--- src/rtl/irq_steer_pkg.sv ---
package irq_steer_pkg;

    localparam int IRQ_NUM_W = 4;
    localparam int NUM_IRQ   = 1 << IRQ_NUM_W;
    localparam int NUM_PCI   = 4;
    localparam int NUM_PNP   = 2;
    localparam int NUM_SRC   = NUM_PCI + NUM_PNP;

    typedef logic [IRQ_NUM_W-1:0] irq_num_t;

    // Targets that must never be driven by any source.
    function automatic logic irq_is_reserved(irq_num_t n);
        return (n == irq_num_t'(0)) || (n == irq_num_t'(2)) || (n == irq_num_t'(13));
    endfunction

    // The mode byte lists line A in its highest used bit; reorder so that
    // index 0 is line A. The upper nibble is reserved and ignored.
    function automatic logic [NUM_PCI-1:0] pol_to_edge(logic [7:0] pol);
        logic [NUM_PCI-1:0] r;
        for (int i = 0; i < NUM_PCI; i++) begin
            r[i] = pol[NUM_PCI-1-i];
        end
        return r;
    endfunction

endpackage

--- src/rtl/irq_sync.sv ---
module irq_sync #(
    parameter int               WIDTH   = 4,
    parameter int               STAGES  = 2,
    parameter logic [WIDTH-1:0] RST_VAL = '0
) (
    input  logic             clk,
    input  logic             rst_n,
    input  logic [WIDTH-1:0] din,
    output logic [WIDTH-1:0] dout
);

    typedef struct packed {
        logic [STAGES-1:0][WIDTH-1:0] stage;
    } sync_st_t;

    sync_st_t st_d, st_q;

    always_comb begin
        st_d = st_q;
        st_d.stage[0] = din;
        for (int i = 1; i < STAGES; i++) begin
            st_d.stage[i] = st_q.stage[i-1];
        end
    end

    always_ff @(posedge clk or negedge rst_n) begin
        if (!rst_n) begin
            st_q.stage <= {STAGES{RST_VAL}};
        end else begin
            st_q <= st_d;
        end
    end

    assign dout = st_q.stage[STAGES-1];

endmodule

--- src/rtl/irq_line_cond.sv ---
module irq_line_cond #(
    parameter int N = 4
) (
    input  logic         clk,
    input  logic         rst_n,
    input  logic [N-1:0] lvl,        // synchronised pin levels
    input  logic [N-1:0] edge_mode,  // 1 = inverted, edge-triggered
    input  logic [N-1:0] clr,        // per-line pending clear
    output logic [N-1:0] req,
    output logic [N-1:0] pend
);

    typedef struct packed {
        logic [N-1:0] prev;
        logic [N-1:0] pend;
    } cond_st_t;

    cond_st_t     st_d, st_q;
    logic [N-1:0] rise;

    always_comb begin
        st_d      = st_q;
        rise      = lvl & ~st_q.prev;
        st_d.prev = lvl;
        // A new edge takes priority over a clear in the same cycle;
        // level-mode lines never keep a pending bit.
        st_d.pend = edge_mode & ((st_q.pend & ~clr) | rise);
    end

    always_ff @(posedge clk or negedge rst_n) begin
        if (!rst_n) begin
            st_q.prev <= '1;
            st_q.pend <= '0;
        end else begin
            st_q <= st_d;
        end
    end

    genvar g;
    generate
        for (g = 0; g < N; g++) begin : g_req
            assign req[g] = edge_mode[g] ? st_q.pend[g] : ~lvl[g];
        end
    endgenerate

    assign pend = st_q.pend;

endmodule

--- src/rtl/irq_route_merge.sv ---
module irq_route_merge
    import irq_steer_pkg::*;
#(
    parameter int NSRC = 6
) (
    input  logic                 clk,
    input  logic                 rst_n,
    input  logic [NSRC-1:0]      src_req,
    input  irq_num_t [NSRC-1:0]  src_route,
    output logic [NUM_IRQ-1:0]   irq_vec,
    output logic [NSRC-1:0]      bad_vec
);

    typedef struct packed {
        logic [NUM_IRQ-1:0] irq;
        logic [NSRC-1:0]    bad;
    } merge_st_t;

    merge_st_t                      st_d, st_q;
    logic [NSRC-1:0]                legal;
    logic [NSRC-1:0][NUM_IRQ-1:0]   hit;

    genvar s;
    generate
        for (s = 0; s < NSRC; s++) begin : g_dec
            assign legal[s] = ~irq_is_reserved(src_route[s]);
            assign hit[s]   = (src_req[s] && legal[s])
                              ? (NUM_IRQ'(1) << src_route[s]) : '0;
        end
    endgenerate

    always_comb begin
        st_d     = st_q;
        st_d.irq = '0;
        for (int i = 0; i < NSRC; i++) begin
            st_d.irq = st_d.irq | hit[i];
        end
        st_d.bad = ~legal;
    end

    always_ff @(posedge clk or negedge rst_n) begin
        if (!rst_n) begin
            st_q <= '0;
        end else begin
            st_q <= st_d;
        end
    end

    assign irq_vec = st_q.irq;
    assign bad_vec = st_q.bad;

endmodule

--- src/rtl/irq_steer_router.sv ---
module irq_steer_router
    import irq_steer_pkg::*;
#(
    parameter int SYNC_STAGES = 2
) (
    input  logic                clk,
    input  logic                rst_n,
    input  logic [NUM_PCI-1:0]  pci_int_n,
    input  logic [NUM_PNP-1:0]  pnp_req,
    input  logic [7:0]          route_ab,
    input  logic [7:0]          route_cp,
    input  logic [7:0]          route_dp,
    input  logic [7:0]          pol_cfg,
    input  logic [NUM_PCI-1:0]  edge_clr,
    output logic [NUM_IRQ-1:0]  irq_out,
    output logic [NUM_SRC-1:0]  bad_route
);

    logic [NUM_PCI-1:0]       pci_lvl;
    logic [NUM_PNP-1:0]       pnp_lvl;
    logic [NUM_PCI-1:0]       line_edge;
    logic [NUM_PCI-1:0]       line_pend;
    logic [NUM_PCI-1:0]       pci_req;
    logic [NUM_SRC-1:0]       src_req;
    irq_num_t [NUM_SRC-1:0]   src_route;

    irq_sync #(
        .WIDTH   (NUM_PCI),
        .STAGES  (SYNC_STAGES),
        .RST_VAL ({NUM_PCI{1'b1}})
    ) u_sync_pci (
        .clk  (clk),
        .rst_n(rst_n),
        .din  (pci_int_n),
        .dout (pci_lvl)
    );

    irq_sync #(
        .WIDTH   (NUM_PNP),
        .STAGES  (SYNC_STAGES),
        .RST_VAL ({NUM_PNP{1'b0}})
    ) u_sync_pnp (
        .clk  (clk),
        .rst_n(rst_n),
        .din  (pnp_req),
        .dout (pnp_lvl)
    );

    assign line_edge = pol_to_edge(pol_cfg);

    irq_line_cond #(
        .N(NUM_PCI)
    ) u_cond (
        .clk      (clk),
        .rst_n    (rst_n),
        .lvl      (pci_lvl),
        .edge_mode(line_edge),
        .clr      (edge_clr),
        .req      (pci_req),
        .pend     (line_pend)
    );

    // Source order: A, B, C, D, plug-and-play 0, plug-and-play 1.
    assign src_req      = {pnp_lvl[1], pnp_lvl[0], pci_req};
    assign src_route[0] = route_ab[7:4];
    assign src_route[1] = route_ab[3:0];
    assign src_route[2] = route_cp[7:4];
    assign src_route[3] = route_dp[7:4];
    assign src_route[4] = route_dp[3:0];
    assign src_route[5] = route_cp[3:0];

    irq_route_merge #(
        .NSRC(NUM_SRC)
    ) u_merge (
        .clk      (clk),
        .rst_n    (rst_n),
        .src_req  (src_req),
        .src_route(src_route),
        .irq_vec  (irq_out),
        .bad_vec  (bad_route)
    );

endmodule


--- config.mk ---
export PLATFORM = sky130hd
export DESIGN_NAME = irq_steer_router
export DESIGN_NICKNAME = d
export VERILOG_FILES = /design/src/rtl/irq_steer_pkg.sv /design/src/rtl/irq_sync.sv /design/src/rtl/irq_line_cond.sv /design/src/rtl/irq_route_merge.sv /design/src/rtl/irq_steer_router.sv
export SDC_FILE = /design/constraint.sdc
export NUM_CORES = 1
export LEC_CHECK = 0
export BUFFER_PORTS_ARGS = -buffer_cell sky130_fd_sc_hd__clkbuf_2
export CORE_MARGIN = 1.5
export CORE_UTILIZATION = 33
export CTS_CLUSTER_SIZE = 24
export DETAILED_ROUTE_END_ITERATION = 12
export PLACE_DENSITY = 0.66
export SLEW_MARGIN = 20
export SYNTH_ARGS = -nofsm -noshare
export SYNTH_HDL_FRONTEND = slang
export SYNTH_SLANG_ARGS = --single-unit
--- constraint.sdc ---
create_clock -name clk -period 1.7 [get_ports clk]
set_input_delay 0 -clock clk [delete_from_list [all_inputs] [get_ports clk]]
set_output_delay 0 -clock clk [all_outputs]
set_load 0.01 [all_outputs]
Word-level counts from Yosys, hierarchy flattened
Index checks and enable logic that the tools add are counted.
{ "word_totals": {"in_bits": 44, "word_cells": 82, "output_inout_bits": 22, "ff_bits": 42} }
{ "classes": {"mux": 10, "n_bitwise": 22, "reduce_logical": 24, "n_eq_ne": 12, "n_shift": 6} }
{ "ops": {"columns": ["operator", "n"], "rows": [
  ["$mux W16", 6],
  ["$shl A1 B4 Y16 const A", 6],
  ["$or A16 B16 Y16", 5],
  ["$eq A4 B2 Y1 const B", 6],
  ["$eq A4 B4 Y1 const B", 6],
  ["$logic_not A4 Y1", 6],
  ["$and A4 B4 Y4", 3],
  ["$logic_or A1 B1 Y1", 12],
  ["$not A1 Y1", 10],
  ["$not A4 Y4", 2],
  ["$logic_and A1 B1 Y1", 6],
  ["$not A6 Y6", 1],
  ["$mux W1", 4],
  ["$or A4 B4 Y4", 1]
]} }

Logic depth before layout (Yosys ltp)
Gate-level depths: netlist of the first run.
{ "logic_depth": {"ltp_word": 11, "ltp_mapped": 5, "mapped_depth_nobuf": 4} }

Modules after synthesis
From an unflattened synthesis of the first run, not the netlist that was laid out.
{ "unflattened": {"cells_unflattened": 178, "area_unflattened_um2": 2038.2} }
{ "modules_own_cells": {"columns": ["mod", "area_per_inst_um2", "n_inst", "cells_per_inst"], "rows": [
  ["irq_route_merge", 1352.5, 1, 134],
  ["irq_line_cond", 375.4, 1, 32],
  ["irq_sync (u_sync_pci)", 210.2, 1, 8],
  ["irq_sync (u_sync_pnp)", 100.1, 1, 4]
]} }

Worst setup path after synthesis of the first run
Ideal clock, no wire load.
{ "synth_path": {"kind": "reg2reg", "start": "reg u_sync_pci.st_q, in the netlist u_sync_pci.dout[1]", "end": "reg u_merge.st_q, in the netlist u_merge.irq_vec[6]", "arrival_time_ns": 1.430, "slack_ns": 0.131, "path_stages_with_launch": 5, "period_less_slack_ns": 1.569, "path_buffers": 0, "path_cell_list": "dfstp_2 > or2_2 > nand2_1 > a22o_1 > or4_1"} }
{ "synth_lines": {"columns": ["element", "line", "rtl"], "rows": [
  ["start: declaration", "irq_sync.sv:16", "sync_st_t st_d, st_q;"],
  ["start signal: assignment", "irq_sync.sv:30", "st_q <= st_d;"],
  ["end signal: assignment", "irq_route_merge.sv:45", "st_q <= st_d;"],
  ["end: declaration", "irq_route_merge.sv:19", "merge_st_t st_d, st_q;"]
]} }

==> impl_metrics.ini, run 1 <==
[outcome]
outcome = finished, final reports clean

[finish]
syn_to_final_growth_pct = 35.9
n_antenna_cell = 0
fillers = 599
final_core_util = 0.466
drive_above_1_share = 0.294
nets = 342
ff_latch_area_um2 = 1070
multi_input_area_um2 = 926
design_area_um2 = 2760

[route]
drc = 0
viasPerCell = 5.20
dr.first_iter.drc_count = 123
drt-wirelength-per-cell_um = 14.6
drtAntennaViolNets = 0
dr.pass1.iters = 4
wl_um = 5440
vias = 1945

[synthesis]
yosysSeqAreaShare = 0.525
synth_top_area_frac = 0.370
synth_area_per_cell_um2 = 9.81
ys.flop_type = dfrtp_1
ys_ff_latch = 42
syn-cell-area_um2 = 2030
ys_types = 42
synth_top_area_cell = dfrtp_1
yosysMostFrequentCell = dfrtp_1
synth-async-reset-ratio = 1.00
synth-edff-count = 0
synthTopCellsByCount = 30 x dfrtp_1, 22 x nand2_1, 17 x o22ai_1
yosys-top-cells-area = dfrtp_1 37%, dfstp_2 16%, o22ai_1 5.2%, nand2_1 4.1%, nand3_1 3.9%
syn_inst = 207
yosys_warnings = 0

[floorplanning]
rows = 28
io_pins = 66
die_height_um = 81.4
start_util = 0.343
fp.dieW_um = 81.4
core_area_um2 = 5920
dieArea_um2 = 6630

[clock_network]
htreeDepth = 2
clock_path_buffers = 2
clkSlewWorstSetupHoldPaths_ns = 0.08
clk_latency_ns = 0.30
cts_root_buf = clkbuf_8
numCtsBuffers = 5
postCtsSetupBuffers = 0
cts_tree = done
cts_resized = 0
clock_sinks = 42

[setup_path]
critPathBufInv = 0
path_max_fanout = 4
path_cells = and2b_1 > nor4b_1 > a22o_1 > or4_1
path_class = reg -> reg
slowest_delay_ns = 0.54
critPathArrivalTime_ns = 1.78
critPathCaptureType = register
critical_path.startpoint_type = register
crit_family = simple AND/OR/NAND/NOR gates
cp_data_required_time_ns = 1.87
cpMaxStageDelayCell = dfstp_2

[pwr]
p_comb_frac = 0.163
ir_drop_mv = 0.341
intPower_uw = 1670
power_density_nw_per_um2 = 803
p_clk_frac = 0.345
leakage_uw = 0.00128
seqPwrFrac = 0.492
switching_share = 0.248
p_sw_uw = 549

[sta]
slew-limit-headroom = 0.642
maxSlewViolCount = 0
fin_tns_setup_ns = 0
finalSetupViolCount = 0
hold_viol = 0
fin_crit_ns = 1.61
worstMarginPinSlew_ns = 0.537
clock.fmax_mhz = 621
skew_ns = 0.00666
hold_ws_ns = 0.0198
rsz0062_at_grt = no
period_share = 0.947

[placement]
gp_congestion = 0.872
port_buffers = 61
placed_area_um2 = 2460
dpl.hpwl_um = 4140

[grt]
grt_pass1_vias = 1781
grt_max_degree = 43
antenna_found_initial = 0
overflow = 0
grt_pass1_wl_um = 8630
grt_use_total = 0.178

[worst_hold_path]
worstHoldPathType = in -> reg

[flow_run]
drv_cap = 0
-- sequential cells by signal, summed over array words and instances, names as in the netlist --
name	cells
u_cond.pend	4
u_cond.st_q	4
u_merge.bad_vec	6
u_merge.irq_vec	16
u_sync_pci.dout	4
u_sync_pci.st_d	4
u_sync_pnp.dout	2
u_sync_pnp.st_d	2
-- power by group through the flow --
stage          sequential [uW]  clock (uW)  combinational, uW
6_report                  1090         765                362
5_1_grt                   1100         842                401
4_1_cts                   1090         802                362
3_5_place_dp              1110           0                327
3_3_place_gp              1110           0                326
2_1_floorplan             1130           0                138
-- cell type report --
class / instances / share of cell area
sequential: 42 / 0.386
timing repair buffer: 85 / 0.193
tap: 75 / 0.0340
clock buffer: 7 / 0.0277
clock inverter: 1 / 0.0109
inverter: 9 / 0.0122
multi-input combinational: 155 / 0.336
-- stage by stage --
| stage | total power (uW) | instances | setup WS (ns) |
|---|---|---|---|
| floorplan | 1260 | 209 | 0.131 |
| global placement | 1430 | 347 | 0.131 |
| detailed placement | 1440 | 347 | 0.107 |
| CTS | 2260 | 374 | 0.0958 |
| global route | 2340 | 374 | 0.0379 |
| finish | 2220 | 374 | 0.0906 |
-- placed cells by master (no fill, tap or decap), types with 3 or more instances in the layout --
| cell type | synthesis | routed |
|---|---|---|
| a21oi_1 | 5 | 5 |
| a221oi_1 | 3 | 3 |
| a22oi_1 | 3 | 3 |
| a31oi_1 | 3 | 3 |
| and2_1 | 6 | 6 |
| buf_4 | 0 | 5 |
| clkbuf_2 | 0 | 61 |
| clkbuf_8 | 0 | 5 |
| conb_1 | 1 | 3 |
| dfrtp_1 | 30 | 30 |
| dfstp_2 | 12 | 12 |
| dlygate4sd3_1 | 0 | 19 |
| inv_1 | 9 | 9 |
| nand2_1 | 22 | 22 |
| nand2b_1 | 5 | 5 |
| nand3_1 | 16 | 16 |
| nand3b_1 | 6 | 6 |
| nand4_1 | 11 | 11 |
| nor2_1 | 5 | 5 |
| nor2b_1 | 11 | 11 |
| o21ai_0 | 3 | 3 |
| o22ai_1 | 17 | 17 |
| or2_2 | 3 | 3 |
| or3_1 | 3 | 3 |
-- kinds of logic after synthesis --
| group | share of synthesized area |
|---|---|
| and+or+nand+nor | 0.298 |
| AOI/OAI and AO/OA | 0.152 |
| DFF | 0.525 |
| buffers and inverters | 0.0228 |
| other | 0.00185 |
-- what timing repair did --
action	CTS	global route
setup endpoints to repair	0	0
endpoints found under the hold margin	44	0
hold buffers	19	0
-- worst register-to-register path, cell delays in order (launching register included) --
cell and delay [ns]:
dfstp_2 0.54, and2b_1 0.18, nor4b_1 0.09, a22o_1 0.21
or4_1 0.46
-- path summary, 6_finish.rpt --
| kind | startpoint | to | slack [ns] | cells past startpoint |
|---|---|---|---|---|
| max in group asynchronous | rst_n | u_merge.bad_vec[4] | 1.02 | 3 |
| hold reg to reg | u_sync_pnp.st_d[3] | u_sync_pnp.dout[1] | 0.35 | 0 |
| hold / removal | route_dp[6] | u_merge.bad_vec[3] | 0.02 | 3 |
| min in group asynchronous | rst_n | u_cond.pend[0] | 0.29 | 3 |
| setup reg to reg | u_sync_pci.dout[0] | u_merge.irq_vec[6] | 0.09 | 4 |
| setup / recovery | u_sync_pci.dout[0] | u_merge.irq_vec[6] | 0.09 | 4 |
-- routing by layer --
layer,global-route usage,vias up,part of all wire
met2,0.278,71,0.46
met1,0.238,906,0.45
met3,0.0422,13,0.062
li1,-,955,-
met4,0.0707,0,0.023
met5,0,-,0
Power figures use the tool's default switching activity.
==> run 2, diff against run 1 <==
--- a/config.mk
+++ b/config.mk
@@ -5,12 +5,13 @@
 export SDC_FILE = /design/constraint.sdc
 export NUM_CORES = 1
 export LEC_CHECK = 0
-export BUFFER_PORTS_ARGS = -buffer_cell sky130_fd_sc_hd__clkbuf_2
+export CORE_ASPECT_RATIO = 2
 export CORE_MARGIN = 1.5
 export CORE_UTILIZATION = 33
 export CTS_CLUSTER_SIZE = 24
 export DETAILED_ROUTE_END_ITERATION = 12
-export PLACE_DENSITY = 0.66
+export DONT_BUFFER_PORTS = 1
+export PLACE_DENSITY = 0.57
 export SLEW_MARGIN = 20
 export SYNTH_ARGS = -nofsm -noshare
 export SYNTH_HDL_FRONTEND = slang
==> constraint.sdc (replaced) <==
create_clock -name clk -period 1.5 [get_ports clk]
set_input_delay 0 -clock clk [delete_from_list [all_inputs] [get_ports clk]]
set_output_delay 0 -clock clk [all_outputs]
set_load 0.01 [all_outputs]
==> impl_metrics.ini, run 2 (synthesized netlist as in run 1, its figures left out) <==
[grt]
grt_pass1_vias = 2009
grt_pass1_wl_um = 10200
grt_use_total = 0.210
grt_max_degree = 43
antenna_found_initial = 0
overflow = 0

[floorplanning]
start_util = 0.341
io_pins = 66
die_height_um = 114
fp.dieW_um = 58.5
dieArea_um2 = 6660
core_area_um2 = 5960
rows = 40

[route]
viasPerCell = 5.61
vias = 1845
dr.pass1.iters = 5
drc = 0
drt-wirelength-per-cell_um = 19.4
drtAntennaViolNets = 0
dr.first_iter.drc_count = 67
wl_um = 6400

[pwr]
p_total_uw = 2700
leakage_uw = 0.00119
ir_drop_mv = 0.694
power_density_nw_per_um2 = 959

[placement]
dp.cells = 281
port_buffers = 0
gp_congestion = 0.945
dpl.hpwl_um = 4700

[worst_hold_path]
worstHoldPathType = in -> reg
min-delay-start = route_ab[3]

[clock_network]
numCtsBuffers = 5
clkSlewWorstSetupHoldPaths_ns = 0.06
cts_root_buf = clkbuf_16
cts_tree = done
clock_sinks = 42
clock_path_buffers = 2
clk_latency_ns = 0.29
htreeDepth = 2

[sta]
finalSetupViolCount = 1
maxSlewViolCount = 0
period_share = 1.03
rsz0062_at_grt = yes
skew_ns = 0.00214
hold_ws_ns = -0.000574
clock.fmax_mhz = 645
fin_crit_ns = 1.55
hold_viol = 1
fin_ws_ns = -0.0506

[finish]
layout_commonest_cell = dlygate4sd3_1
syn_to_final_growth_pct = 38.8
fillers = 559
drive_above_1_share = 0.180
stdcell_count = 329
nets = 309
largest_reg_flops = 16
final_cell_mix = 39 x dlygate4sd3_1, 30 x dfrtp_1, 20 x nand2_1
n_antenna_cell = 0

[setup_path]
reg2reg_slack_ns = -0.05
slowest_delay_ns = 0.53
crit_end = u_merge.irq_vec[6]
cpMaxStageDelayCell = dfstp_2
critPathCaptureType = register
path_class = reg -> reg
path_max_fanout = 3
critical_path.startpoint_type = register
critPathArrivalTime_ns = 1.71
setup.worst_path.start = u_sync_pci.dout[0]
r2r_cells = 4
r2r-end = u_merge.irq_vec[6]
worstReg2RegStart = u_sync_pci.dout[0]
cp_data_required_time_ns = 1.66
path_cells = and2b_2 > nor4b_2 > a22o_1 > or4_4

[outcome]
violations = hold timing, setup timing
outcome = finished, violations left

[flow_run]
drv_cap = 0
run 2: cell count changes in the layout (fill, tap and decap cells not counted), moves of 2 or more:
cell / previous run / this run
o22ai_2: 0 / 2
nand2_1: 22 / 20
a221oi_1: 3 / 0
clkbuf_16: 0 / 5
a221oi_2: 0 / 2
clkbuf_8: 5 / 1
dlygate4sd3_1: 19 / 39
o22ai_1: 17 / 15
clkbuf_2: 61 / 0
nand2_2: 0 / 2
buf_4: 5 / 12
run 2: area by class of cell:
| cell class | count | area (um^2) | area share |
|---|---|---|---|
| flip-flops and latches | 42 | 1070 | 0.378 |
| multi-input cells | 155 | 991 | 0.352 |
| repair buffers | 52 | 500 | 0.178 |
| clock buffers | 7 | 143 | 0.0506 |
| well taps | 63 | 78.8 | 0.0280 |
| inverters | 9 | 33.8 | 0.0120 |
| clock inverters | 1 | 5.00 | 0.00178 |
run 2: how the worst min path moves through the flow:
| stage | to | slack, ns | depth (start not counted) |
|---|---|---|---|
| 5_1_grt | u_merge.irq_vec[14] | 0.03 | 2 |
| 6_report | u_merge.irq_vec[14] | -0.0006 | 2 |
| 2_1_floorplan | u_cond.pend[0] | -0.30 | 0 |
| 3_5_place_dp | u_merge.irq_vec[13] | -0.29 | 0 |
| 4_1_cts | u_merge.irq_vec[10] | 0.005 | 2 |
| 3_3_place_gp | u_merge.irq_vec[13] | -0.29 | 0 |
run 2: timing repair:
action / 4_1_cts / 5_1_grt
hold endpoints to repair: 68 / 2
endpoints found under the setup margin: 2 / 8
setup buffers: 0 / 0
hold buffers: 39 / 2
pin swaps: 1 / 2
resized for setup: 1 / 9
run 2: where the power goes:
part,switching [uW],leakage (uW),total (uW),internal [uW]
Combinational,182,0.000597,361,179
Sequential,48.9,0.000514,1260,1210
Clock,419,0.0000739,1080,659
run 2: metrics by stage:
stage	TNS, ns	util	instance area [um^2]	worst slack, ns
finish	-0.0506	0.473	2820	-0.0506
global route	-0.108	0.473	2820	-0.0827
CTS	-0.0679	0.463	2760	-0.0679
detailed placement	-0.0823	0.370	2210	-0.0823
global placement	-0.0343	0.370	2210	-0.0343
floorplan	0	-	2050	0.00618
run 2: worst max-delay path, delay by kind of cell, from the launching register on:
kind	cells	cell delay [ns]
flip-flops	1	0.53
AND/OR/NAND/NOR	3	0.65
AO/OA/AOI/OAI	1	0.25
run 2: routing by layer:
metal | part of all wire | vias to the layer above | wire (um) | GRT usage
met2 | 0.62 | 42 | 3960 | 0.413
met4 | 0.025 | 0 | 162 | 0.0899
li1 | - | 885 | - | -
met5 | 0 | - | 0 | 0
met3 | 0.025 | 8 | 161 | 0.0306
met1 | 0.33 | 910 | 2120 | 0.201
==> run 3, diff against run 2 <==
--- a/config.mk
+++ b/config.mk
@@ -8,6 +8,8 @@
 export CORE_ASPECT_RATIO = 2
 export CORE_MARGIN = 1.5
 export CORE_UTILIZATION = 33
+export CTS_BUF_LIST = sky130_fd_sc_hd__clkbuf_8
+export CTS_CLUSTER_DIAMETER = 120
 export CTS_CLUSTER_SIZE = 24
 export DETAILED_ROUTE_END_ITERATION = 12
 export DONT_BUFFER_PORTS = 1
==> impl_metrics.ini, run 3 (synthesized netlist as in run 1, its figures left out) <==
[outcome]
outcome = finished, violations left
violations = hold timing, setup timing

[setup_path]
slowest_delay_ns = 0.53
critPathArrivalTime_ns = 1.72
r2r_cells = 4
cpMaxStageDelayCell = dfstp_2
path_class = reg -> reg
path_max_fanout = 3
critPathBufInv = 0
worstReg2RegStart = u_sync_pci.dout[0]
critical_path.startpoint_type = register
crit_family = simple AND/OR/NAND/NOR gates
r2r-end = u_merge.irq_vec[6]
cp_data_required_time_ns = 1.68
critPathCaptureType = register
reg2reg_slack_ns = -0.04
path_cells = and2b_2 > nor4b_2 > a22o_1 > or4_4

[clock_network]
clkSlewWorstSetupHoldPaths_ns = 0.08
cts_root_buf = clkbuf_8
clk_latency_ns = 0.30
clock_path_buffers = 2
cts_tree = done
clock_sinks = 42
htreeDepth = 2
postCtsSetupBuffers = 0
numCtsBuffers = 5

[finish]
largest_reg_flops = 16
drive_above_1_share = 0.176
syn_to_final_growth_pct = 36.2
final_cell_mix = 40 x dlygate4sd3_1, 30 x dfrtp_1, 20 x nand2_1
multi_input_area_um2 = 985
ff_latch_area_um2 = 1070
fillers = 566
n_antenna_cell = 0
nets = 310
layout_commonest_cell = dlygate4sd3_1

[sta]
hold_ws_ns = -0.00593
fin_crit_ns = 1.54
fin_ws_ns = -0.0442
period_share = 1.03
rsz0062_at_grt = yes
clock.fmax_mhz = 648
maxSlewViolCount = 0
skew_ns = 0.00550
hold_viol = 1
finalSetupViolCount = 1

[grt]
grt_use_total = 0.209
grt_pass1_vias = 2013
antenna_found_initial = 0
use_met3 = 0.0329
grt_max_degree = 43
overflow = 0
gr-usage-met1 = 0.201
grt.busiest_layer = met2
grt_pass1_wl_um = 10200
gr-usage-met2 = 0.410

[route]
drc = 0
dr.pass1.iters = 5
drt-wirelength-per-cell_um = 19.3
dr.first_iter.drc_count = 53
viasPerCell = 5.58
vias = 1840
drtAntennaViolNets = 0
wl_um = 6370

[placement]
place_ws_ns = -0.0823
gp_congestion = 0.945
dpl.hpwl_um = 4700
port_buffers = 0

[pwr]
leakage_uw = 0.00117
ir_drop_mv = 0.565
p_total_uw = 2370
power_density_nw_per_um2 = 858

[floorplanning]
io_pins = 66
start_util = 0.341
dieArea_um2 = 6660
fp.dieW_um = 58.5
die_height_um = 114
rows = 40
core_area_um2 = 5960

[worst_hold_path]
worstHoldPathType = in -> reg
hold_depth = 3
worstHoldEndpoint = u_merge.irq_vec[14]
min-delay-start = route_ab[4]

[flow_run]
drv_cap = 0
-- run 3: final cells by class --
type / count / share of cell area
sequential: 42 / 0.386
multi-input combinational: 155 / 0.356
timing repair buffer: 53 / 0.185
clock buffer: 6 / 0.0299
tap: 63 / 0.0285
inverter: 9 / 0.0122
clock inverter: 2 / 0.00317
-- run 3: metal layers --
metal,share of wire,wire (um),up-vias
met5,0,0,-
met4,0.030,192,0
met3,0.034,218,10
met2,0.62,3950,57
met1,0.32,2010,892
li1,-,-,881
-- run 3: power breakdown --
group,leakage (uW),internal (uW),switching [uW]
registers,0.000514,1210,48.7
logic,0.000600,180,181
clock network,0.0000524,364,385
total,0.00117,1760,615
-- run 3: worst max-delay path by stage --
stage,from,end,slack [ns],cells after the start
after floorplan,u_sync_pci.dout[3],u_merge.irq_vec[6],0.006,4
after global placement,u_sync_pci.dout[0],u_merge.irq_vec[6],-0.03,4
after detailed placement,u_sync_pci.dout[0],u_merge.irq_vec[6],-0.08,4
after CTS,u_sync_pci.dout[0],u_merge.irq_vec[6],-0.07,4
after global routing,u_sync_pci.dout[0],u_merge.irq_vec[6],-0.08,4
final,u_sync_pci.dout[0],u_merge.irq_vec[6],-0.04,4
-- run 3: worst reg2reg max path: cells and delay by family (launching register included) --
family           cells  cell delay [ns]
AO/OA/AOI/OAI        1             0.24
AND/OR/NAND/NOR      3             0.65
flip-flops           1             0.53
-- run 3: metrics by stage --
step	area, um^2	utilization	std cells	setup TNS, ns
detailed placement	2210	0.370	281	-0.0823
finish	2770	0.464	330	-0.0442
floorplan	2050	-	209	0
CTS	2720	0.457	330	-0.0696
global route	2770	0.464	330	-0.122
global placement	2210	0.370	281	-0.0343
-- run 3: repair_timing --
item / in CTS / in global routing
gates resized for setup: 1 / 8
endpoints found under the setup margin: 2 / 7
hold buffers: 41 / 0
pin swaps: 1 / 1
hold endpoints to repair: 68 / 0
